$ cat src/rtl/tmr_pkg.sv
package tmr_pkg;
    typedef enum logic [1:0] {
        SEL_SV      = 2'd0,
        SEL_HV      = 2'd1,
        SEL_UTIL_LO = 2'd2,
        SEL_UTIL_HI = 2'd3
    } tmr_sel_e;

    typedef enum logic {
        IRQ_IDLE = 1'b0,
        IRQ_PEND = 1'b1
    } irq_state_e;
endpackage

$ cat src/rtl/tmr_dec_slice.sv
module tmr_dec_slice #(
    parameter int W = 32
) (
    input  logic         clk,
    input  logic         rst_n,
    input  logic         reinit,
    input  logic         tick,
    input  logic         wr,
    input  logic [W-1:0] wdata,
    input  logic         irq_clr,
    output logic [W-1:0] value,
    output logic         irq
);
    import tmr_pkg::*;

    localparam logic [W-1:0] ALL_ONES = {W{1'b1}};

    irq_state_e  state_q, state_d;
    logic [W-1:0] value_d;
    logic         event_w;
    logic         sign_up;
    logic         underflow;

    // write that turns a non-negative count into a negative one
    assign sign_up   = wr && wdata[W-1] && !value[W-1];
    // a tick taken at zero, with no write competing for the register
    assign underflow = !wr && tick && (value == '0);
    assign event_w   = !reinit && (sign_up || underflow);

    always_comb begin
        value_d = value;
        if (reinit)    value_d = ALL_ONES;
        else if (wr)   value_d = wdata;
        else if (tick) value_d = value - 1'b1;
    end

    always_ff @(posedge clk or negedge rst_n) begin
        if (!rst_n) value <= ALL_ONES;
        else        value <= value_d;
    end

    // state register
    always_ff @(posedge clk or negedge rst_n) begin
        if (!rst_n) state_q <= IRQ_IDLE;
        else        state_q <= state_d;
    end

    // transitions
    always_comb begin
        state_d = state_q;
        unique case (state_q)
            IRQ_IDLE: if (event_w) state_d = IRQ_PEND;
            IRQ_PEND: if (reinit || (irq_clr && !event_w)) state_d = IRQ_IDLE;
            default:  state_d = IRQ_IDLE;
        endcase
    end

    // outputs
    always_comb begin
        unique case (state_q)
            IRQ_PEND: irq = 1'b1;
            default:  irq = 1'b0;
        endcase
    end
endmodule

$ cat src/rtl/tmr_util_ctr.sv
module tmr_util_ctr #(
    parameter int HALF_W = 32
) (
    input  logic              clk,
    input  logic              rst_n,
    input  logic              reinit,
    input  logic              tick,
    input  logic              wr_lo,
    input  logic              wr_hi,
    input  logic [HALF_W-1:0] wdata,
    output logic [2*HALF_W-1:0] count
);
    localparam int FULL_W = 2 * HALF_W;

    logic [FULL_W-1:0] count_d;

    always_comb begin
        count_d = count;
        if (reinit)     count_d = '0;
        else if (wr_lo) count_d = {count[FULL_W-1:HALF_W], wdata};
        else if (wr_hi) count_d = {wdata, count[HALF_W-1:0]};
        else if (tick)  count_d = count + 1'b1;
    end

    always_ff @(posedge clk or negedge rst_n) begin
        if (!rst_n) count <= '0;
        else        count <= count_d;
    end
endmodule

$ cat src/rtl/core_timer_unit.sv
module core_timer_unit #(
    parameter int DATA_W = 32
) (
    input  logic              clk,
    input  logic              rst_n,
    input  logic              tb_tick,
    input  logic              tb_reinit,
    input  logic [1:0]        reg_sel,
    input  logic              reg_we,
    input  logic [DATA_W-1:0] reg_wdata,
    output logic [DATA_W-1:0] reg_rdata,
    input  logic              sv_irq_clr,
    input  logic              hv_irq_clr,
    output logic              sv_irq,
    output logic              hv_irq
);
    import tmr_pkg::*;

    localparam int N_DEC  = 2;
    localparam int UTIL_W = 2 * DATA_W;

    logic [DATA_W-1:0] dec_val [N_DEC];
    logic [N_DEC-1:0]  dec_irq;
    logic [N_DEC-1:0]  dec_clr;
    logic [UTIL_W-1:0] util_val;
    logic [DATA_W-1:0] sv_val;
    logic [DATA_W-1:0] hv_val;

    assign dec_clr = {hv_irq_clr, sv_irq_clr};

    generate
        for (genvar g = 0; g < N_DEC; g++) begin : g_dec
            tmr_dec_slice #(.W(DATA_W)) u_dec (
                .clk     (clk),
                .rst_n   (rst_n),
                .reinit  (tb_reinit),
                .tick    (tb_tick),
                .wr      (reg_we && (reg_sel == 2'(g))),
                .wdata   (reg_wdata),
                .irq_clr (dec_clr[g]),
                .value   (dec_val[g]),
                .irq     (dec_irq[g])
            );
        end
    endgenerate

    tmr_util_ctr #(.HALF_W(DATA_W)) u_util (
        .clk    (clk),
        .rst_n  (rst_n),
        .reinit (tb_reinit),
        .tick   (tb_tick),
        .wr_lo  (reg_we && (reg_sel == SEL_UTIL_LO)),
        .wr_hi  (reg_we && (reg_sel == SEL_UTIL_HI)),
        .wdata  (reg_wdata),
        .count  (util_val)
    );

    assign sv_val = dec_val[0];
    assign hv_val = dec_val[1];
    assign sv_irq = dec_irq[0];
    assign hv_irq = dec_irq[1];

    always_comb begin
        unique case (tmr_sel_e'(reg_sel))
            SEL_SV:      reg_rdata = sv_val;
            SEL_HV:      reg_rdata = hv_val;
            SEL_UTIL_LO: reg_rdata = util_val[DATA_W-1:0];
            SEL_UTIL_HI: reg_rdata = util_val[UTIL_W-1:DATA_W];
            default:     reg_rdata = '0;
        endcase
    end
endmodule

$ cat config.mk
export PLATFORM = sky130hd
export DESIGN_NAME = core_timer_unit
export DESIGN_NICKNAME = d
export VERILOG_FILES = /design/src/rtl/tmr_pkg.sv /design/src/rtl/tmr_dec_slice.sv /design/src/rtl/tmr_util_ctr.sv /design/src/rtl/core_timer_unit.sv
export SDC_FILE = /design/constraint.sdc
export NUM_CORES = 1
export LEC_CHECK = 0
export BUFFER_PORTS_ARGS = -buffer_cell sky130_fd_sc_hd__buf_2
export CAP_MARGIN = 10
export CORE_MARGIN = 2
export CORE_UTILIZATION = 45
export DETAILED_ROUTE_END_ITERATION = 8
export GPL_TIMING_DRIVEN = 0
export PLACE_DENSITY = 0.69
export SYNTH_ARGS = -nofsm -noshare
export SYNTH_HDL_FRONTEND = slang
export SYNTH_SLANG_ARGS = --single-unit
$ cat constraint.sdc
create_clock -name clk -period 3.3 [get_ports clk]
set_input_delay 0.66 -clock clk [delete_from_list [all_inputs] [get_ports clk]]
set_output_delay 0.66 -clock clk [all_outputs]
set_load 0.01 [all_outputs]
# Word level (Yosys, flattened, before mapping)
# Index checks and enable logic that the tools add are counted.
# classes
n_reduce_logical	36
eq_ne	5
add_sub_neg	3
n_mux	19
bitwise	2
# op_table
op	count
64-bit two-way mux	4
32-bit two-way mux	6
32-bit one-hot mux with 4 select lines	1
64-bit by 1-bit adder with 64-bit output (second input constant)	1
32-bit zero test	2
32-bit by 1-bit subtractor with 32-bit output (second input constant)	2
1-bit logical AND	16
3-bit nonzero test	4
1-bit zero test	7
1-bit two-way mux	6
2-bit equality test (second input constant)	2
1-bit logical OR	4
1-bit one-hot mux with 2 select lines	2
2-bit AND reduction	2
3-bit by 2-bit != test with 1-bit output (second input constant)	1
2-bit by 1-bit equality test with 1-bit output (second input constant)	1
2-bit zero test	1
2-bit != test (second input constant)	1
1-bit NOT	2
# totals
regBits	130
output_inout_bits	34
in_bits	41

# Logic depth before layout (Yosys ltp)
# depth
word_depth	12
ltp_mapped	8

# Cells and area by module
# A second synthesis with hierarchy kept.
# hier_totals
hier_cells	1060
hier_area_um2	9298.9
# modules_own_cells
module	cells_each	n_inst	area_per_inst_um2	seq_area_each_um2
tmr_dec_slice	248	2	2142.1	865.8
tmr_util_ctr	520	1	4165.2	1601.5
core_timer_unit	44	1	849.6	0.0

# Least setup slack after synthesis
# No wires, ideal clock.
# synth_timing
kind	input -> output
from	in reg_sel[0]
to	out reg_rdata[10]
arrival_ns	2.114
required_time_ns	2.640
cell_stages	3
slack_ns	0.526
path_buffers	2
path_cell_list	clkbuf_1 > buf_1 > mux4_2
# synth_via
elab_chain_len	2
# synth_lines
item	line_no	rtl
from (decl)	core_timer_unit.sv:8	input logic [1:0] reg_sel,
2-bit equality test, or another cell as far along	core_timer_unit.sv:64	unique case (tmr_sel_e'(reg_sel))
32-bit one-hot mux with 4 select lines *	core_timer_unit.sv:64	
to (decl)	core_timer_unit.sv:11	output logic [DATA_W-1:0] reg_rdata,
# Every way passes the cells marked *; elsewhere a longest branch is shown, timed or not.

# Final worst setup path
# layout_timing
from	reg u_util.count[35]
to	reg u_util.count[57]
# layout_via
elab_chain_len	5
# layout_lines
item	line_no	rtl
from (decl)	tmr_util_ctr.sv:11	output logic [2*HALF_W-1:0] count
from (signal assigned)	tmr_util_ctr.sv:27	else count <= count_d;
64-bit by 1-bit adder with 64-bit output	tmr_util_ctr.sv:22	else if (tick) count_d = count + 1'b1;
64-bit two-way mux	tmr_util_ctr.sv:22	
64-bit two-way mux	tmr_util_ctr.sv:21	else if (wr_hi) count_d = {wdata, count[HALF_W-1:0]};
64-bit two-way mux	tmr_util_ctr.sv:20	else if (wr_lo) count_d = {count[FULL_W-1:HALF_W], wdata};
64-bit two-way mux	tmr_util_ctr.sv:19	if (reinit) count_d = '0;
# No other way between the ends. The select of a mux whose other input is x is not followed.
# A chain may end at the register's enable or synchronous reset.

==> impl_table.tex <==
\begin{tabular}{lr}
\hline
Metric & Value \\
\hline
\multicolumn{2}{l}{\textbf{Finish}} \\
\quad Post-Layout Inst Area & roughly 11000 um2 \\
\quad Number of nets in the layout & about 1200 \\
\quad Filler cell count in the final layout & 1933 \\
\quad Antenna Cells & 0 \\
\quad Share of the core filled with cells & a little over half \\
\quad Fraction of layout cells with a size suffix above 1 & between 20\% and 30\% \\
\quad Area Overhead vs Synth & 14.41\% \\
\quad Final Instance Count excl. Fillers & approximately 1400 \\
\multicolumn{2}{l}{\textbf{Die}} \\
\quad Std cell rows & 52 \\
\quad Core footprint & 20170 um2 \\
\quad Die Span Y & $\sim$150 um \\
\quad Starting utilization of the core area & 45.79\% \\
\quad Io pins & 75 \\
\quad Die Area & roughly 22000 um2 \\
\quad Die width & roughly 150 um \\
\multicolumn{2}{l}{\textbf{Setup path}} \\
\quad Required time at the endpoint of the critical path & 3.58 ns \\
\quad CP max stage delay & 0.84 ns \\
\quad Critical R2R Capture & u\_util.count[57] \\
\quad Worst path arrival time & approximately 3.5 ns \\
\quad Reg-to-reg startpoint & u\_util.count[35] \\
\quad R2R Setup Slk & between 0.1 and 0.15 ns \\
\quad Worst-path cell chain & nand3\_1 > nor3\_1 > nand4\_1 > clkbuf\_1 > o311ai\_0 > a31oi\_1 \\
\quad Worst path top cell family by delay & simple AND/OR/NAND/NOR gates \\
\quad Critical path peak fanout & 10 \\
\quad Type of the worst setup path & flip-flop to flip-flop \\
\quad Slowest stage cell, crit path & sky130\_fd\_sc\_hd\_\_nor3\_1 \\
\quad Buffers and inverters on the worst path & 1 \\
\quad Type of destination of the critical path & flip-flop \\
\quad Startpoint Class & flip-flop \\
\quad Logic depth of the worst register-to-register path & 6 \\
\multicolumn{2}{l}{\textbf{Logic synthesis}} \\
\quad Post-synth net total & roughly 1100 \\
\quad Number of warnings printed during yosys synthesis & 0 \\
\quad Fraction of the yosys area taken by sequential cells & roughly 36\% \\
\quad Ys async rst share & 100.0\% \\
\quad Post-synth EDFFs & 0 \\
\quad Most area-hungry cell type in the Yosys netlist & sky130\_fd\_sc\_hd\_\_dfstp\_2 \\
\quad Primary FF master, synth & sky130\_fd\_sc\_hd\_\_dfrtp\_1 \\
\quad Area fraction of the dominant cell type after synthesis & between 10\% and 20\% \\
\quad Dominant cells by area after synthesis & sky130\_fd\_sc\_hd\_\_dfstp\_2 18\%, sky130\_fd\_sc\_hd\_\_dfrtp\_1 18\%, sky130\_fd\_sc\_hd\_\_mux4\_2 7.8\% \\
\quad Register bit count reported by yosys & 130 \\
\quad Mapped Cells & about 1100 \\
\quad Library cells used by synthesis & 69 \\
\quad Post-Syn Area per Cell & just under 9 um2 \\
\quad Cell area after synthesis & around 9000 um2 \\
\multicolumn{2}{l}{\textbf{Pwr}} \\
\quad Power density of the placed cells & slightly above 400 nW/um2 \\
\quad Cell internal pwr & 3067 uW \\
\quad Maximum resistive drop on vdd & $\sim$0.34 mV \\
\quad Static leakage & between 0.003 and 0.004 uW \\
\quad Sequential fraction of design power & approximately two fifths \\
\quad Clock share of power & a little over two fifths \\
\quad Proportion of power drawn by combinational gates & 14.2\% \\
\quad Switching power & about 1300 uW \\
\quad Fraction of power spent switching nets & 30.10\% \\
\multicolumn{2}{l}{\textbf{Min path}} \\
\quad Kind of path behind the tightest hold check & primary input to async pin \\
\multicolumn{2}{l}{\textbf{Global routing}} \\
\quad Global route overflow & 0 \\
\quad Fraction of met1 tracks used by global routing & between 40 and 50\% \\
\quad Most used routing layer in global routing & met2 \\
\quad Wire length of the first global-routing pass & a little under 60000 um \\
\quad Met2 layer usage reported by global route & between 50\% and 60\% \\
\quad Met3 track demand over resource & 9.907\% \\
\quad Total GRT Usage & 37.11\% \\
\quad Via count of the first global-routing pass & around 9000 \\
\quad Maximum number of pins on one net before global-route repair & 94 \\
\quad Initial antenna violation count & 0 \\
\multicolumn{2}{l}{\textbf{Timing}} \\
\quad Maximum operating frequency & about 0.31 GHz \\
\quad Final Worst Setup Slack & about 0.11 ns \\
\quad Worst slew pin tran & around 1.1 ns \\
\quad Worst rel slew slack & about 23\% \\
\quad Number of setup violations in the final report & 0 \\
\quad Part of the cycle the worst path needs & a little over nine tenths \\
\quad Number of hold violations in the final report & 0 \\
\quad Setup skew after layout & 0.006975 ns \\
\quad Unrepaired setup endpoints after global routing & false \\
\quad Number of max-slew violations in the final report & 0 \\
\quad Period minus WS final & approximately 3.2 ns \\
\multicolumn{2}{l}{\textbf{Placement}} \\
\quad Detailed placer's ending HPWL & 30290 um \\
\quad Number of buffers inserted by port buffering & 73 \\
\quad Post-placement cell area & roughly 10000 um2 \\
\quad Setup slack at placement & -0.4113 ns \\
\quad Number of instances in the placed design & around 1400 \\
\quad Final RePlAce weighted congestion & a little over 1 \\
\multicolumn{2}{l}{\textbf{Job}} \\
\quad Max-capacitance violation count & 0 \\
\multicolumn{2}{l}{\textbf{Routing}} \\
\quad Initial drt markers & 1446 \\
\quad Via-per-instance ratio & between 6 and 7 \\
\quad Post-detailed-route wirelength per cell & 28.03 um \\
\quad Length of the first detailed-routing pass in iterations & 6 \\
\quad Final Routed Wirelength & around 40000 um \\
\quad Vias after detailed routing & $\sim$10000 \\
\quad Number of remaining DRC errors & 0 \\
\quad Antenna-violating nets left & 0 \\
\multicolumn{2}{l}{\textbf{Clock network}} \\
\quad TritonCTS Buffers & 17 \\
\quad Clock input transition at the sequential cells of the worst setup and hold paths & around 0.060 ns \\
\quad Total setup buffers inserted after CTS & 0 \\
\quad TritonCTS clock tree & built \\
\quad Latest clock arrival within the worst-skew pair & roughly 0.44 ns \\
\quad CTS sink count & 130 \\
\quad H-tree level count & 4 \\
\quad Root Buffer & sky130\_fd\_sc\_hd\_\_clkbuf\_16 \\
\quad Longest Clk Path Bufs & 2 \\
\multicolumn{2}{l}{\textbf{Outcome}} \\
\quad Status & finished clean \\
\hline
\end{tabular}
[registers in the layout, summed over array words and instances, names as in the netlist]
register             flops
u_util.count            64
g_dec.u_dec.value       64
g_dec.u_dec.state_q      2
[area by class of cell]
class                           instances  area (um2)  area share (%)
Buffer                                 78       326.6           3.090
Clock buffer                           22       464.2           4.393
Clock inverter                         10       108.9           1.030
Inverter                                9       33.78          0.3197
Multi-Input combinational cell        837        5564           52.65
Sequential cell                       130        3333           31.54
Tap cell                              270       337.8           3.197
Timing Repair Buffer                   74       399.1           3.777
[metrics by stage]
stage / setup TNS (ns) / power (uW) / hold WS (ns)
floorplan: 0 / 2131 / 0.3644
global route: 0 / 4488 / 0.1500
global placement: -31.44 / 2445 / 0.5460
detailed placement: -6.059 / 2455 / 0.5353
CTS: 0 / 4347 / 0.1381
finish: 0 / 4387 / 0.1184
[cell families after synthesis]
group	share of synthesized area, %
buf+inv	3.766
flops	36.09
simple gates	31.05
compound gates	16.68
fa+ha+maj	0.4064
mux	8.697
xor+xnor	3.319
[worst reg2reg max path, stage by stage (launching register included)]
cell	delay, ns
sky130_fd_sc_hd__dfrtp_1	0.47
sky130_fd_sc_hd__nand3_1	0.29
sky130_fd_sc_hd__nor3_1	0.84
sky130_fd_sc_hd__nand4_1	0.53
sky130_fd_sc_hd__clkbuf_1	0.39
sky130_fd_sc_hd__o311ai_0	0.39
sky130_fd_sc_hd__a31oi_1	0.12
[per-layer routing]
metal	vias up	part of all wire, %
li1	4277	-
met1	4817	39
met2	726	45
met3	139	12
met4	0	4.7
met5	-	0
[placed cells by master (no fill, tap or decap), types with 17 or more instances in the layout]
| master | n |
|---|---|
| sky130_fd_sc_hd__o21ai_0 | 63 |
| sky130_fd_sc_hd__a22oi_1 | 18 |
| sky130_fd_sc_hd__nand2_1 | 81 |
| sky130_fd_sc_hd__dfrtp_1 | 66 |
| sky130_fd_sc_hd__and3_1 | 19 |
| sky130_fd_sc_hd__clkbuf_16 | 17 |
| sky130_fd_sc_hd__dfstp_2 | 64 |
| sky130_fd_sc_hd__xnor2_1 | 24 |
| sky130_fd_sc_hd__a31oi_1 | 37 |
| sky130_fd_sc_hd__o211ai_1 | 17 |
| sky130_fd_sc_hd__nor3_1 | 70 |
| sky130_fd_sc_hd__a21oi_1 | 38 |
| sky130_fd_sc_hd__nor4_1 | 33 |
| sky130_fd_sc_hd__nor2_1 | 104 |
| sky130_fd_sc_hd__clkbuf_1 | 68 |
| sky130_fd_sc_hd__nand4_1 | 47 |
| sky130_fd_sc_hd__or3_1 | 39 |
| sky130_fd_sc_hd__mux4_2 | 32 |
| sky130_fd_sc_hd__buf_2 | 77 |
| sky130_fd_sc_hd__nand3_1 | 43 |
[timing repair]
action                     in CTS  in global routing
gates resized for setup         6                  3
setup endpoints to repair      27                 12
hold endpoints to repair        0                  0
pin swaps                       0                  0
hold buffers                    0                  0
[cells in the mapped netlist, types with 7 or more instances]
cell	instances
sky130_fd_sc_hd__a211oi_1	9
sky130_fd_sc_hd__a21oi_1	38
sky130_fd_sc_hd__a22oi_1	18
sky130_fd_sc_hd__a31oi_1	37
sky130_fd_sc_hd__and2_1	8
sky130_fd_sc_hd__and3_1	19
sky130_fd_sc_hd__buf_1	7
sky130_fd_sc_hd__clkbuf_1	66
sky130_fd_sc_hd__dfrtp_1	66
sky130_fd_sc_hd__dfstp_2	64
sky130_fd_sc_hd__inv_1	9
sky130_fd_sc_hd__mux4_2	32
sky130_fd_sc_hd__nand2_1	81
sky130_fd_sc_hd__nand3_1	43
sky130_fd_sc_hd__nand3b_1	8
sky130_fd_sc_hd__nand4_1	47
sky130_fd_sc_hd__nor2_1	104
sky130_fd_sc_hd__nor3_1	70
sky130_fd_sc_hd__nor4_1	33
sky130_fd_sc_hd__nor4b_1	7
sky130_fd_sc_hd__o211ai_1	17
sky130_fd_sc_hd__o21ai_0	63
sky130_fd_sc_hd__or3_1	39
sky130_fd_sc_hd__or4_1	15
sky130_fd_sc_hd__xnor2_1	24
sky130_fd_sc_hd__xor2_1	11
[worst max path at each step]
stage	startpoint	endpoint	slack, ns	depth (start not counted)
2_1_floorplan	reg_sel[0]	reg_rdata[10]	0.53	3
3_3_place_gp	rst_n	u_util.count[4]	-0.40	1
3_5_place_dp	reg_sel[1]	reg_rdata[18]	-0.41	6
4_1_cts	reg_sel[1]	reg_rdata[18]	0.002	6
5_1_grt	reg_sel[0]	reg_rdata[20]	0.007	5
6_report	u_util.count[35]	u_util.count[57]	0.11	6
[power by group through the flow]
stage	clock [uW]	combinational, uW	sequential, uW
3_3_place_gp	0	596	1850
3_5_place_dp	0	605	1850
5_1_grt	1990	658	1850
4_1_cts	1920	607	1830
6_report	1930	622	1840
2_1_floorplan	0	340	1790
Power figures use the tool's default switching activity.
